## src/rtl/tw_pkg.sv

```systemverilog
package tw_pkg;
  localparam int BYTE_W = 8;
  localparam int BIT_CNT_W = $clog2(BYTE_W);

  typedef enum logic [2:0] {
    ST_IDLE,
    ST_RX,
    ST_ACK_OUT,
    ST_TX,
    ST_ACK_IN,
    ST_DONE
  } tw_state_e;
endpackage

```

## src/rtl/tw_line_filter.sv

```systemverilog
module tw_line_filter #(
  parameter int SYNC_STAGES = 2,
  parameter int FILT_LEN = 3,
  parameter logic RESET_LVL = 1'b1
) (
  input  logic clk,
  input  logic rst,
  input  logic line_i,
  output logic line_o
);
  localparam int CNT_W = $clog2(FILT_LEN + 1);

  logic [SYNC_STAGES-1:0] sync_q;
  logic [CNT_W-1:0] cnt_q;
  logic sync_last;

  assign sync_last = sync_q[SYNC_STAGES-1];

  always_ff @(posedge clk) begin
    if (rst) begin
      sync_q <= {SYNC_STAGES{RESET_LVL}};
    end else begin
      sync_q <= {sync_q[SYNC_STAGES-2:0], line_i};
    end
  end

  // The output follows only after FILT_LEN consecutive differing samples.
  always_ff @(posedge clk) begin
    if (rst) begin
      line_o <= RESET_LVL;
      cnt_q  <= '0;
    end else if (sync_last != line_o) begin
      if (cnt_q == CNT_W'(FILT_LEN - 1)) begin
        line_o <= sync_last;
        cnt_q  <= '0;
      end else begin
        cnt_q <= cnt_q + 1'b1;
      end
    end else begin
      cnt_q <= '0;
    end
  end

  // a change of the filtered line follows a synchronized level that held steady
  assert_filter_steady_R7: assert property (@(posedge clk) disable iff (rst)
    !$stable(line_o) |-> ($past(sync_last, 2) == $past(sync_last)));
endmodule

```

## src/rtl/tw_bus_events.sv

```systemverilog
module tw_bus_events (
  input  logic clk,
  input  logic rst,
  input  logic scl_f,
  input  logic sda_f,
  output logic start_o,
  output logic stop_o,
  output logic rise_o,
  output logic fall_o
);
  logic scl_prev_q, sda_prev_q;

  always_ff @(posedge clk) begin
    if (rst) begin
      scl_prev_q <= 1'b1;
      sda_prev_q <= 1'b1;
    end else begin
      scl_prev_q <= scl_f;
      sda_prev_q <= sda_f;
    end
  end

  always_comb begin
    start_o = scl_f && scl_prev_q && sda_prev_q && !sda_f;
    stop_o  = scl_f && scl_prev_q && !sda_prev_q && sda_f;
    rise_o  = scl_f && !scl_prev_q;
    fall_o  = !scl_f && scl_prev_q;
  end

  // bus conditions and clock edges never coincide
  assert_events_exclusive_R6: assert property (@(posedge clk) disable iff (rst)
    $onehot0({start_o, stop_o, rise_o, fall_o}));
endmodule

```

## src/rtl/tw_frame_engine.sv

```systemverilog
module tw_frame_engine
  import tw_pkg::*;
#(
  parameter logic [6:0] SLAVE_ADDR = 7'h2C,
  parameter logic [BYTE_W-1:0] WR_CMD = 8'hAA,
  parameter logic [BYTE_W-1:0] RD_MARK = 8'h00
) (
  input  logic clk,
  input  logic rst,
  input  logic scl_f,
  input  logic sda_f,
  input  logic start_i,
  input  logic stop_i,
  input  logic rise_i,
  input  logic fall_i,
  output logic sda_pull_o,
  output logic [BYTE_W-1:0] setting_o
);
  tw_state_e st_q;
  logic [1:0] idx_q;
  logic rw_q;
  logic [BIT_CNT_W-1:0] bitcnt_q;
  logic byte_done_q;
  logic ack_ok_q;
  logic [BYTE_W-1:0] shreg_q;
  logic [BYTE_W-1:0] tx_q;
  logic [BYTE_W-1:0] rx_byte;

  assign rx_byte = {shreg_q[BYTE_W-2:0], sda_f};

  always_ff @(posedge clk) begin
    if (rst) begin
      st_q        <= ST_IDLE;
      idx_q       <= '0;
      rw_q        <= 1'b0;
      bitcnt_q    <= '0;
      byte_done_q <= 1'b0;
      ack_ok_q    <= 1'b0;
      shreg_q     <= '0;
      tx_q        <= '0;
      sda_pull_o  <= 1'b0;
      setting_o   <= '0;
    end else if (start_i) begin
      st_q        <= ST_RX;
      idx_q       <= '0;
      bitcnt_q    <= '0;
      byte_done_q <= 1'b0;
      sda_pull_o  <= 1'b0;
    end else if (stop_i) begin
      st_q       <= ST_IDLE;
      sda_pull_o <= 1'b0;
    end else begin
      case (st_q)
        ST_RX: begin
          if (rise_i) begin
            shreg_q <= rx_byte;
            if (bitcnt_q == BIT_CNT_W'(BYTE_W - 1)) begin
              byte_done_q <= 1'b1;
              case (idx_q)
                2'd0: begin
                  ack_ok_q <= (rx_byte[BYTE_W-1:1] == SLAVE_ADDR);
                  rw_q     <= rx_byte[0];
                end
                2'd1:    ack_ok_q <= (rx_byte == WR_CMD);
                default: ack_ok_q <= 1'b1;
              endcase
            end else begin
              bitcnt_q <= bitcnt_q + 1'b1;
            end
          end else if (fall_i && byte_done_q) begin
            st_q        <= ST_ACK_OUT;
            byte_done_q <= 1'b0;
            bitcnt_q    <= '0;
            sda_pull_o  <= ack_ok_q;
          end
        end
        ST_ACK_OUT: begin
          if (fall_i) begin
            sda_pull_o <= 1'b0;
            if (!ack_ok_q) begin
              st_q <= ST_DONE;
            end else begin
              case (idx_q)
                2'd0: begin
                  idx_q <= 2'd1;
                  if (rw_q) begin
                    st_q       <= ST_TX;
                    tx_q       <= RD_MARK;
                    sda_pull_o <= !RD_MARK[BYTE_W-1];
                  end else begin
                    st_q <= ST_RX;
                  end
                end
                2'd1: begin
                  idx_q <= 2'd2;
                  st_q  <= ST_RX;
                end
                default: begin
                  setting_o <= shreg_q;
                  st_q      <= ST_DONE;
                end
              endcase
            end
          end
        end
        ST_TX: begin
          if (rise_i) begin
            if (bitcnt_q == BIT_CNT_W'(BYTE_W - 1)) begin
              byte_done_q <= 1'b1;
            end else begin
              bitcnt_q <= bitcnt_q + 1'b1;
            end
          end else if (fall_i) begin
            if (byte_done_q) begin
              st_q        <= ST_ACK_IN;
              byte_done_q <= 1'b0;
              bitcnt_q    <= '0;
              sda_pull_o  <= 1'b0;
            end else begin
              tx_q       <= {tx_q[BYTE_W-2:0], 1'b0};
              sda_pull_o <= !tx_q[BYTE_W-2];
            end
          end
        end
        ST_ACK_IN: begin
          if (rise_i) begin
            ack_ok_q <= !sda_f;
          end else if (fall_i) begin
            if (ack_ok_q && idx_q == 2'd1) begin
              idx_q      <= 2'd2;
              st_q       <= ST_TX;
              tx_q       <= setting_o;
              sda_pull_o <= !setting_o[BYTE_W-1];
            end else begin
              st_q <= ST_DONE;
            end
          end
        end
        default: ;
      endcase
    end
  end

  // a START restarts reception with the line released
  assert_start_restarts_R6: assert property (@(posedge clk) disable iff (rst)
    start_i |=> (st_q == ST_RX && !sda_pull_o && bitcnt_q == '0));

  // a STOP returns the engine to idle and frees the data line
  assert_stop_idles_R4: assert property (@(posedge clk) disable iff (rst)
    stop_i |=> (st_q == ST_IDLE && !sda_pull_o));

  // the pull enable moves only while the filtered clock is low
  assert_pull_scl_low_R10: assert property (@(posedge clk) disable iff (rst)
    !$stable(sda_pull_o) |-> !scl_f);

  // the setting changes only at the end of the data ACK clock
  assert_commit_ack_end_R9: assert property (@(posedge clk) disable iff (rst)
    !$stable(setting_o) |-> (st_q == ST_DONE && $past(st_q) == ST_ACK_OUT && !scl_f));

  // once the frame is finished the slave stays off the bus
  assert_done_quiet_R8: assert property (@(posedge clk) disable iff (rst)
    (st_q == ST_DONE && $past(st_q) == ST_DONE) |-> !sda_pull_o);
endmodule

```

## src/rtl/tw_setting_ctrl.sv

```systemverilog
module tw_setting_ctrl
  import tw_pkg::*;
#(
  parameter int SYNC_STAGES = 2,
  parameter int FILT_LEN = 3,
  parameter logic [6:0] SLAVE_ADDR = 7'h2C,
  parameter logic [7:0] WR_CMD = 8'hAA,
  parameter logic [7:0] RD_MARK = 8'h00,
  parameter int DAC_W = 5
) (
  input  logic clk,
  input  logic rst,
  input  logic scl_i,
  input  logic sda_i,
  output logic sda_pull_o,
  output logic [DAC_W-1:0] dac_code_o,
  output logic [BYTE_W-DAC_W-1:0] pin_o
);
  localparam int PIN_W = BYTE_W - DAC_W;
  localparam int N_LINES = 2;

  logic [N_LINES-1:0] raw_lines;
  logic [N_LINES-1:0] filt_lines;
  logic start_ev, stop_ev, rise_ev, fall_ev;
  logic [BYTE_W-1:0] setting;

  assign raw_lines = {scl_i, sda_i};

  for (genvar g = 0; g < N_LINES; g++) begin : g_line
    tw_line_filter #(
      .SYNC_STAGES(SYNC_STAGES),
      .FILT_LEN(FILT_LEN),
      .RESET_LVL(1'b1)
    ) filt_i (
      .clk(clk),
      .rst(rst),
      .line_i(raw_lines[g]),
      .line_o(filt_lines[g])
    );
  end

  tw_bus_events events_i (
    .clk(clk),
    .rst(rst),
    .scl_f(filt_lines[1]),
    .sda_f(filt_lines[0]),
    .start_o(start_ev),
    .stop_o(stop_ev),
    .rise_o(rise_ev),
    .fall_o(fall_ev)
  );

  tw_frame_engine #(
    .SLAVE_ADDR(SLAVE_ADDR),
    .WR_CMD(WR_CMD),
    .RD_MARK(RD_MARK)
  ) engine_i (
    .clk(clk),
    .rst(rst),
    .scl_f(filt_lines[1]),
    .sda_f(filt_lines[0]),
    .start_i(start_ev),
    .stop_i(stop_ev),
    .rise_i(rise_ev),
    .fall_i(fall_ev),
    .sda_pull_o(sda_pull_o),
    .setting_o(setting)
  );

  assign dac_code_o = setting[BYTE_W-1:PIN_W];
  assign pin_o      = setting[PIN_W-1:0];

  // outputs leave reset at zero with the line released
  assert_reset_state_R1: assert property (@(posedge clk)
    $past(rst) |-> (setting == '0 && !sda_pull_o));
endmodule

```

## config.mk

```make
export PLATFORM = sky130hd
export DESIGN_NAME = tw_setting_ctrl
export DESIGN_NICKNAME = d
export VERILOG_FILES = /design/src/rtl/tw_pkg.sv /design/src/rtl/tw_line_filter.sv /design/src/rtl/tw_bus_events.sv /design/src/rtl/tw_frame_engine.sv /design/src/rtl/tw_setting_ctrl.sv
export SDC_FILE = /design/constraint.sdc
export NUM_CORES = 1
export LEC_CHECK = 0
export ABC_AREA = 1
export ABC_CLOCK_PERIOD_IN_PS = 1900
export BUFFER_PORTS_ARGS = -buffer_cell sky130_fd_sc_hd__clkbuf_2
export CAP_MARGIN = 20
export CORE_ASPECT_RATIO = 0.6
export CORE_MARGIN = 2
export CORE_UTILIZATION = 40
export CTS_CLUSTER_DIAMETER = 30
export DETAILED_ROUTE_END_ITERATION = 8
export GPL_ROUTABILITY_DRIVEN = 1
export HOLD_SLACK_MARGIN = 0.06
export SYNTH_ARGS = -nofsm -noshare
export SYNTH_HDL_FRONTEND = slang
export SYNTH_SLANG_ARGS = --single-unit
```

## constraint.sdc

```tcl
create_clock -name clk -period 1.9 [get_ports clk]
set_clock_uncertainty 0.15 [all_clocks]
set_input_delay 0.38 -clock clk [delete_from_list [all_inputs] [get_ports clk]]
set_output_delay 0.38 -clock clk [all_outputs]
set_load 0.01 [all_outputs]
```

==> metrics.yaml, run 1 <==
htree_levels: 2
cp.arrival_ns: 1.75
hpwlAfterDp_um: 3756
place_congestion: 0.8812
grtUsageTotal: 0.1749
synthAdderAreaFrac: 0.02219
synthCells: 338
filler_cell_count: 599
synthArstFlopShare: 0
ir_drop_v: 0.0004878
initialDrtViolationCount: 127
max_freq_mhz: 591.4
period_share: 0.8899
cp-end-kind: "flip-flop"
clk_pin_slew_ns: 0.09
ff_latch_area_um2: 940.9
ctsRootBufferMaster: "clkbuf_8"
synth_area_um2: 2256
synth_simple_gate_area_frac: 0.2984
clk_latency_ns: 0.31
status: "completed"
ys_types: 20
setup_ws_ns: 0.2091
synth_edf_count: 0
crit_buf_inv: 3
place_ws_ns: 0.2108
wirelength_um: 4988
path_delay_family: "simple AND/OR/NAND/NOR gates"
ys.flop_type: "dfxtp_1"
layout_commonest_cell: "nand2_1"
relSlewSlack: 0.8046
mostFrequentLayoutCells: "nand2_1 (76), nor2_1 (54), dfxtp_1 (47)"
yosys-mux-area-fraction: 0
placementRows: 21
nNetsFinal: 367
drive_above_1_share: 0.1194
post-route-drc-count: 0
top_level_ports: 13
synth_warnings: 0
tritoncts: "built"
start_util: 0.4088
critical_path.max_stage_delay_ns: 0.39
cp_common_cell: "nand2_1"
synth_compound_area_frac: 0.1625
tightest_slew_ns: 0.2924
crit_fanout: 14
path_cells: "inv_2 > nor2_1 > nand2_1 > nand2_1 > inv_1 > nand2_1 > nor2_2 > buf_4 > a21oi_1 > nor2_1"
power_mw: 2.621
syn-num-nets: 346
die_y_um: 62.17
ys_ff_latch: 47
vias_per_cell: 4.804
die_w_um: 101.0
cp_num_cells: 10
antenna_found_initial: 0
die_area_um2: 6276
wl_per_cell_um: 11.63
area.growth.synth_to_final_pct: 12.37
worstHoldPathType: "primary input to flip-flop"
path_class: "flip-flop to flip-flop"
grt_pass1_wl_um: 8611
worstPathRequired_ns: 1.96
placedInstanceArea_um2: 2421
rsz0062_at_grt: "no"
start_kind: "flip-flop"
postRouteAntennaNets: 0
gr-total-overflow: 0
grt_pass1_vias: 1761
antenna_cells: 0
reg2reg_depth: 10
clk_path_buf_depth: 2
synth_xor_area_frac: 0
fp.coreArea_um2: 5518
finalCriticalPeriod_ns: 1.691
port_buffers: 12
avgSynthCellArea_um2: 6.674
dr.pass1.iters: 4
routed-via-count: 2061
p_leak_nw: 1.144
hold_buffers: 0
hold_depth: 2
cap_violations: 0
setup_viol: 0
synth_top_family_by_area: "simple AND/OR/NAND/NOR gates"
crit_slowest_cell: "dfxtp_1"
grt_max_degree: 19
powerDensity_nw_per_um2: 1034
cts_made_buffers: 5
clock-sinks: 47
final_area_um2: 2535
maxSlewViolCount: 0
hold_viol: 0
multi_input_area_um2: 1092
ys_seq_area_frac: 0.4171
fin_setup_tns_ns: 0
[layout make-up]
type / instances / area share
Multi-Input combinational cell: 237 / 0.4309
Sequential cell: 47 / 0.3712
Inverter: 45 / 0.06663
Timing Repair Buffer: 23 / 0.06120
Tap cell: 69 / 0.03406
Clock buffer: 5 / 0.02715
Clock inverter: 3 / 0.008885
[worst reg2reg max path, delay by kind of cell (launching register included)]
kind                   cells  cell delay (ns)
DFF                        1             0.39
AOI/OAI and AO/OA          1             0.15
and+or+nand+nor            6             0.57
buffers and inverters      3             0.33
[routing by layer]
layer  vias to the layer above  GRT usage  routed length [um]
met4                         0    0.06926                  77
met1                       897     0.2960                2847
met3                         8    0.04054                 333
li1                       1114          -                   -
met2                        42     0.1983                1730
met5                         -          0                   0
[path summary, 6_finish.rpt]
path	slack, ns	start	to
setup / recovery	0.21	g_line[0].filt_i.line_o$_SDFFE_PP1P_	engine_i.tx_q[2]$_SDFFE_PP0P_
hold / removal	0.09	scl_i	g_line[1].filt_i.sync_q[0]$_SDFF_PP1_
setup reg to reg	0.21	g_line[0].filt_i.line_o$_SDFFE_PP1P_	engine_i.tx_q[2]$_SDFFE_PP0P_
hold reg to reg	0.26	g_line[0].filt_i.cnt_q[0]$_SDFF_PP0_	g_line[0].filt_i.cnt_q[0]$_SDFF_PP0_
[flip-flops by register name, indices dropped and copies added, names as in the netlist, 2 cells and up]
register,flops
g_line.filt_i.line_o,2
engine_i.shreg_q,8
g_line.filt_i.sync_q,4
engine_i.setting_o,8
engine_i.tx_q,7
engine_i.idx_q,2
g_line.filt_i.cnt_q,4
engine_i.st_q,3
engine_i.bitcnt_q,3
[report_power, final]
| part | internal (mW) | total [mW] | switching (mW) |
|---|---|---|---|
| logic | 0.332 | 0.860 | 0.527 |
| clock network | 0.264 | 0.636 | 0.372 |
| registers | 1.06 | 1.12 | 0.0618 |
[cells in the mapped netlist, types with 2 or more instances]
cell type	instances	area share
nand2_1	76	0.13
nor2_1	55	0.092
dfxtp_1	47	0.42
inv_1	44	0.073
a21oi_1	36	0.080
o21ai_0	31	0.069
nand3_1	19	0.042
ha_1	4	0.022
or2_2	4	0.011
buf_2	3	0.0067
buf_4	3	0.010
nor2_2	3	0.0083
o211ai_1	3	0.010
clkbuf_1	2	0.0033
nand4_1	2	0.0055
nor2_4	2	0.010
[logic make-up after synthesis]
kind of cell,count (synthesis)
buffers and inverters,54
AO/OA/AOI/OAI,71
flip-flops,47
adder cells (fa/ha/maj),4
AND/OR/NAND/NOR,162
[metrics by stage]
| stage | hold WS, ns | util | cells |
|---|---|---|---|
| 2_1_floorplan | 0.2395 | - | 338 |
| 3_3_place_gp | 0.2407 | 0.4388 | 420 |
| 3_5_place_dp | 0.2488 | 0.4388 | 420 |
| 4_1_cts | 0.08469 | 0.4553 | 428 |
| 5_1_grt | 0.09122 | 0.4594 | 429 |
| 6_report | 0.09376 | 0.4594 | 429 |
[timing repair]
action / CTS / global route
resized for setup: 0 / 1
buffers inserted: 0 / 1
endpoints found under the setup margin: 0 / 4
Power figures use the tool's default switching activity.
==> run 2: changes to the inputs <==
--- a/config.mk
+++ b/config.mk
@@ -16,6 +16,8 @@
 export DETAILED_ROUTE_END_ITERATION = 8
 export GPL_ROUTABILITY_DRIVEN = 1
 export HOLD_SLACK_MARGIN = 0.06
+export MAX_ROUTING_LAYER = met4
+export PLACE_DENSITY = 0.65
 export SYNTH_ARGS = -nofsm -noshare
 export SYNTH_HDL_FRONTEND = slang
 export SYNTH_SLANG_ARGS = --single-unit
==> run 2 against run 1 <==
  * Combinational power fell by 7.6%
  * Register-to-register slack barely moved
  * Hold slack improved by 0.0084 ns
  * Power fell by 1.5%
  * Sequential share of layout area rose by 0.48 points
  * Global-route usage fell by 0.30 points
  * Clock power rose by 3.5%
  * Setup slack got worse by 0.014 ns
  * Critical path depth fell by 2
  * Flip-flop and latch count did not move
  * Non-clock buffer count fell by 3
==> metrics.yaml, run 2 (synthesis results as in run 1) <==
hold_viol: 0  # unchanged
hold_depth: 2  # unchanged
powerDensity_nw_per_um2: 1030  # was 1034 nW/um2
period_share: 0.8971  # was 0.8899
fp.coreArea_um2: 5518  # unchanged
top_level_ports: 13  # unchanged
setup_viol: 0  # unchanged
final_core_util: 0.4542  # was 0.4594
drive_above_1_share: 0.1148  # was 0.1194
maxSlewViolCount: 0  # unchanged
antenna_cells: 0  # unchanged
worstHoldPathType: "primary input to flip-flop"  # unchanged
antenna_found_initial: 0  # unchanged
worstPathRequired_ns: 2.00  # was 1.96 ns
max_freq_mhz: 586.7  # was 591.4 MHz
routed-via-count: 2024  # was 2061
initialDrtViolationCount: 99  # was 127
cp.arrival_ns: 1.80  # was 1.75 ns
rsz0062_at_grt: "no"  # unchanged
status: "completed"  # unchanged
die_y_um: 62.17  # unchanged
dr.pass1.iters: 5  # was 4
htree_levels: 2  # unchanged
tightest_slew_ns: 0.3069  # was 0.2924 ns
ctsRootBufferMaster: "clkbuf_8"  # unchanged
ir_drop_v: 0.0003508  # was 0.0004878 V
rr_startpoint: "engine_i.st_q[2]$_SDFFE_PP0P_"  # was g_line[0].filt_i.line_o$_SDFFE_PP1P_
min_to: "g_line[0].filt_i.sync_q[0]$_SDFF_PP1_"  # was g_line[1].filt_i.sync_q[0]$_SDFF_PP1_
grtUsageTotal: 0.1719  # was 0.1749
layout_commonest_cell: "nand2_1"  # unchanged
port_buffers: 12  # unchanged
postRouteAntennaNets: 0  # unchanged
nNetsFinal: 364  # was 367
cap_violations: 0  # unchanged
start_util: 0.4088  # unchanged
area.growth.synth_to_final_pct: 11.09  # was 12.37%
start_kind: "flip-flop"  # unchanged
vias_per_cell: 4.751  # was 4.804
cp-end-kind: "flip-flop"  # unchanged
reg_top3: "engine_i.setting_o: 8 flops, engine_i.shreg_q: 8 flops, engine_i.tx_q: 7 flops"  # unchanged
grt_pass1_vias: 1716  # was 1761
path_class: "flip-flop to flip-flop"  # unchanged
clk_path_buf_depth: 2  # unchanged
post-cts-setup-buffers: 0  # unchanged
grt_pass1_wl_um: 8273  # was 8611 um
wirelength_um: 4913  # was 4988 um
die_area_um2: 6276  # unchanged
finalCriticalPeriod_ns: 1.705  # was 1.691 ns
clk_pin_slew_ns: 0.10  # was 0.09 ns
hold_start: "sda_i"  # was scl_i
cts_made_buffers: 5  # unchanged
crit_fanout: 12  # was 14
p_leak_nw: 1.125  # was 1.144 nW
gr-total-overflow: 0  # unchanged
grt_max_degree: 18  # was 19
clk_latency_ns: 0.31  # about the same
die_w_um: 101.0  # unchanged
relSlewSlack: 0.7949  # was 0.8046
place_congestion: 0.9689  # was 0.8812
post-route-drc-count: 0  # unchanged
wl_per_cell_um: 11.53  # was 11.63 um
clock-sinks: 47  # unchanged
tritoncts: "built"  # unchanged
power_mw: 2.581  # was 2.621 mW
placementRows: 21  # unchanged
rrSetupSlack_ns: 0.20  # was 0.21 ns
hpwlAfterDp_um: 3710  # was 3756 um
holdWs_ns: 0.1021  # was 0.09376 ns
reg2reg_depth: 8  # was 10
r2r_end: "engine_i.shreg_q[0]$_SDFFE_PP0P_"  # was engine_i.tx_q[2]$_SDFFE_PP0P_
mostFrequentLayoutCells: "nand2_1 (76), nor2_1 (54), dfxtp_1 (46)"  # was nand2_1 (76), nor2_1 (54), dfxtp_1 (47)
fin_setup_tns_ns: 0  # unchanged
==> run 2: cell count changes in the layout (fill, tap and decap cells not counted), sizes merged <==
cell	delta
inv	+1
buf	-3
clkinv	-2
clkinvlp	+1
==> run 2: critical path, stage by stage (launching register included) <==
cell     delay [ns]
dfxtp_1        0.37
inv_1          0.11
nand2_1        0.15
nor2_1         0.26
inv_1          0.12
nor2_4         0.11
buf_4          0.18
o21ai_0        0.09
a21oi_1        0.12
==> run 2: what timing repair did <==
action | CTS | global route
hold buffers | 0 | 0
endpoints found under the setup margin | 0 | 1
gates resized for setup | 0 | 2
==> run 2: stage by stage <==
step / setup WS [ns] / area [um2] / std cells
after detailed placement: 0.2391 / 2406 / 418
after floorplan: 0.4526 / 2256 / 338
after CTS: 0.2174 / 2502 / 426
after global placement: 0.2092 / 2406 / 418
final: 0.1955 / 2506 / 426
after global routing: 0.02657 / 2506 / 426
==> run 2: final cells by class <==
type	instances	area, um2
clock inverter	3	27.53
fill	581	3012
sequential	47	942.2
timing repair buffer	20	120.1
inverter	45	168.9
clock buffer	5	68.82
multi-input combinational	237	1092
tap	69	86.33
==> run 2: worst max-delay path by stage <==
stage / from / endpoint / cells after the start
after floorplan: engine_i.bitcnt_q[0]$_SDFFE_PP0P_ / engine_i.bitcnt_q[2]$_SDFFE_PP0P_ / 10
after global placement: engine_i.st_q[2]$_SDFFE_PP0P_ / engine_i.shreg_q[6]$_SDFFE_PP0P_ / 8
after detailed placement: engine_i.st_q[2]$_SDFFE_PP0P_ / engine_i.shreg_q[6]$_SDFFE_PP0P_ / 8
after CTS: engine_i.st_q[2]$_SDFFE_PP0P_ / engine_i.shreg_q[0]$_SDFFE_PP0P_ / 8
after global routing: engine_i.st_q[2]$_SDFFE_PP0P_ / engine_i.shreg_q[5]$_SDFFE_PP0P_ / 8
final: engine_i.st_q[2]$_SDFFE_PP0P_ / engine_i.shreg_q[0]$_SDFFE_PP0P_ / 8
==> run 2: layer usage <==
layer,wire length [um],global-route usage,vias up
met2,1719,0.1958,49
met3,315,0.04842,4
li1,-,-,1106
met5,0,-,-
met4,42,0.04054,0
met1,2836,0.2821,865
==> run 2: where the power goes <==
group | internal [mW] | leakage [nW] | switching (mW)
sequential | 1.07 | 0.381 | 0.0622
clock | 0.273 | 0.0467 | 0.385
combinational | 0.278 | 0.697 | 0.517
total | 1.62 | 1.13 | 0.964
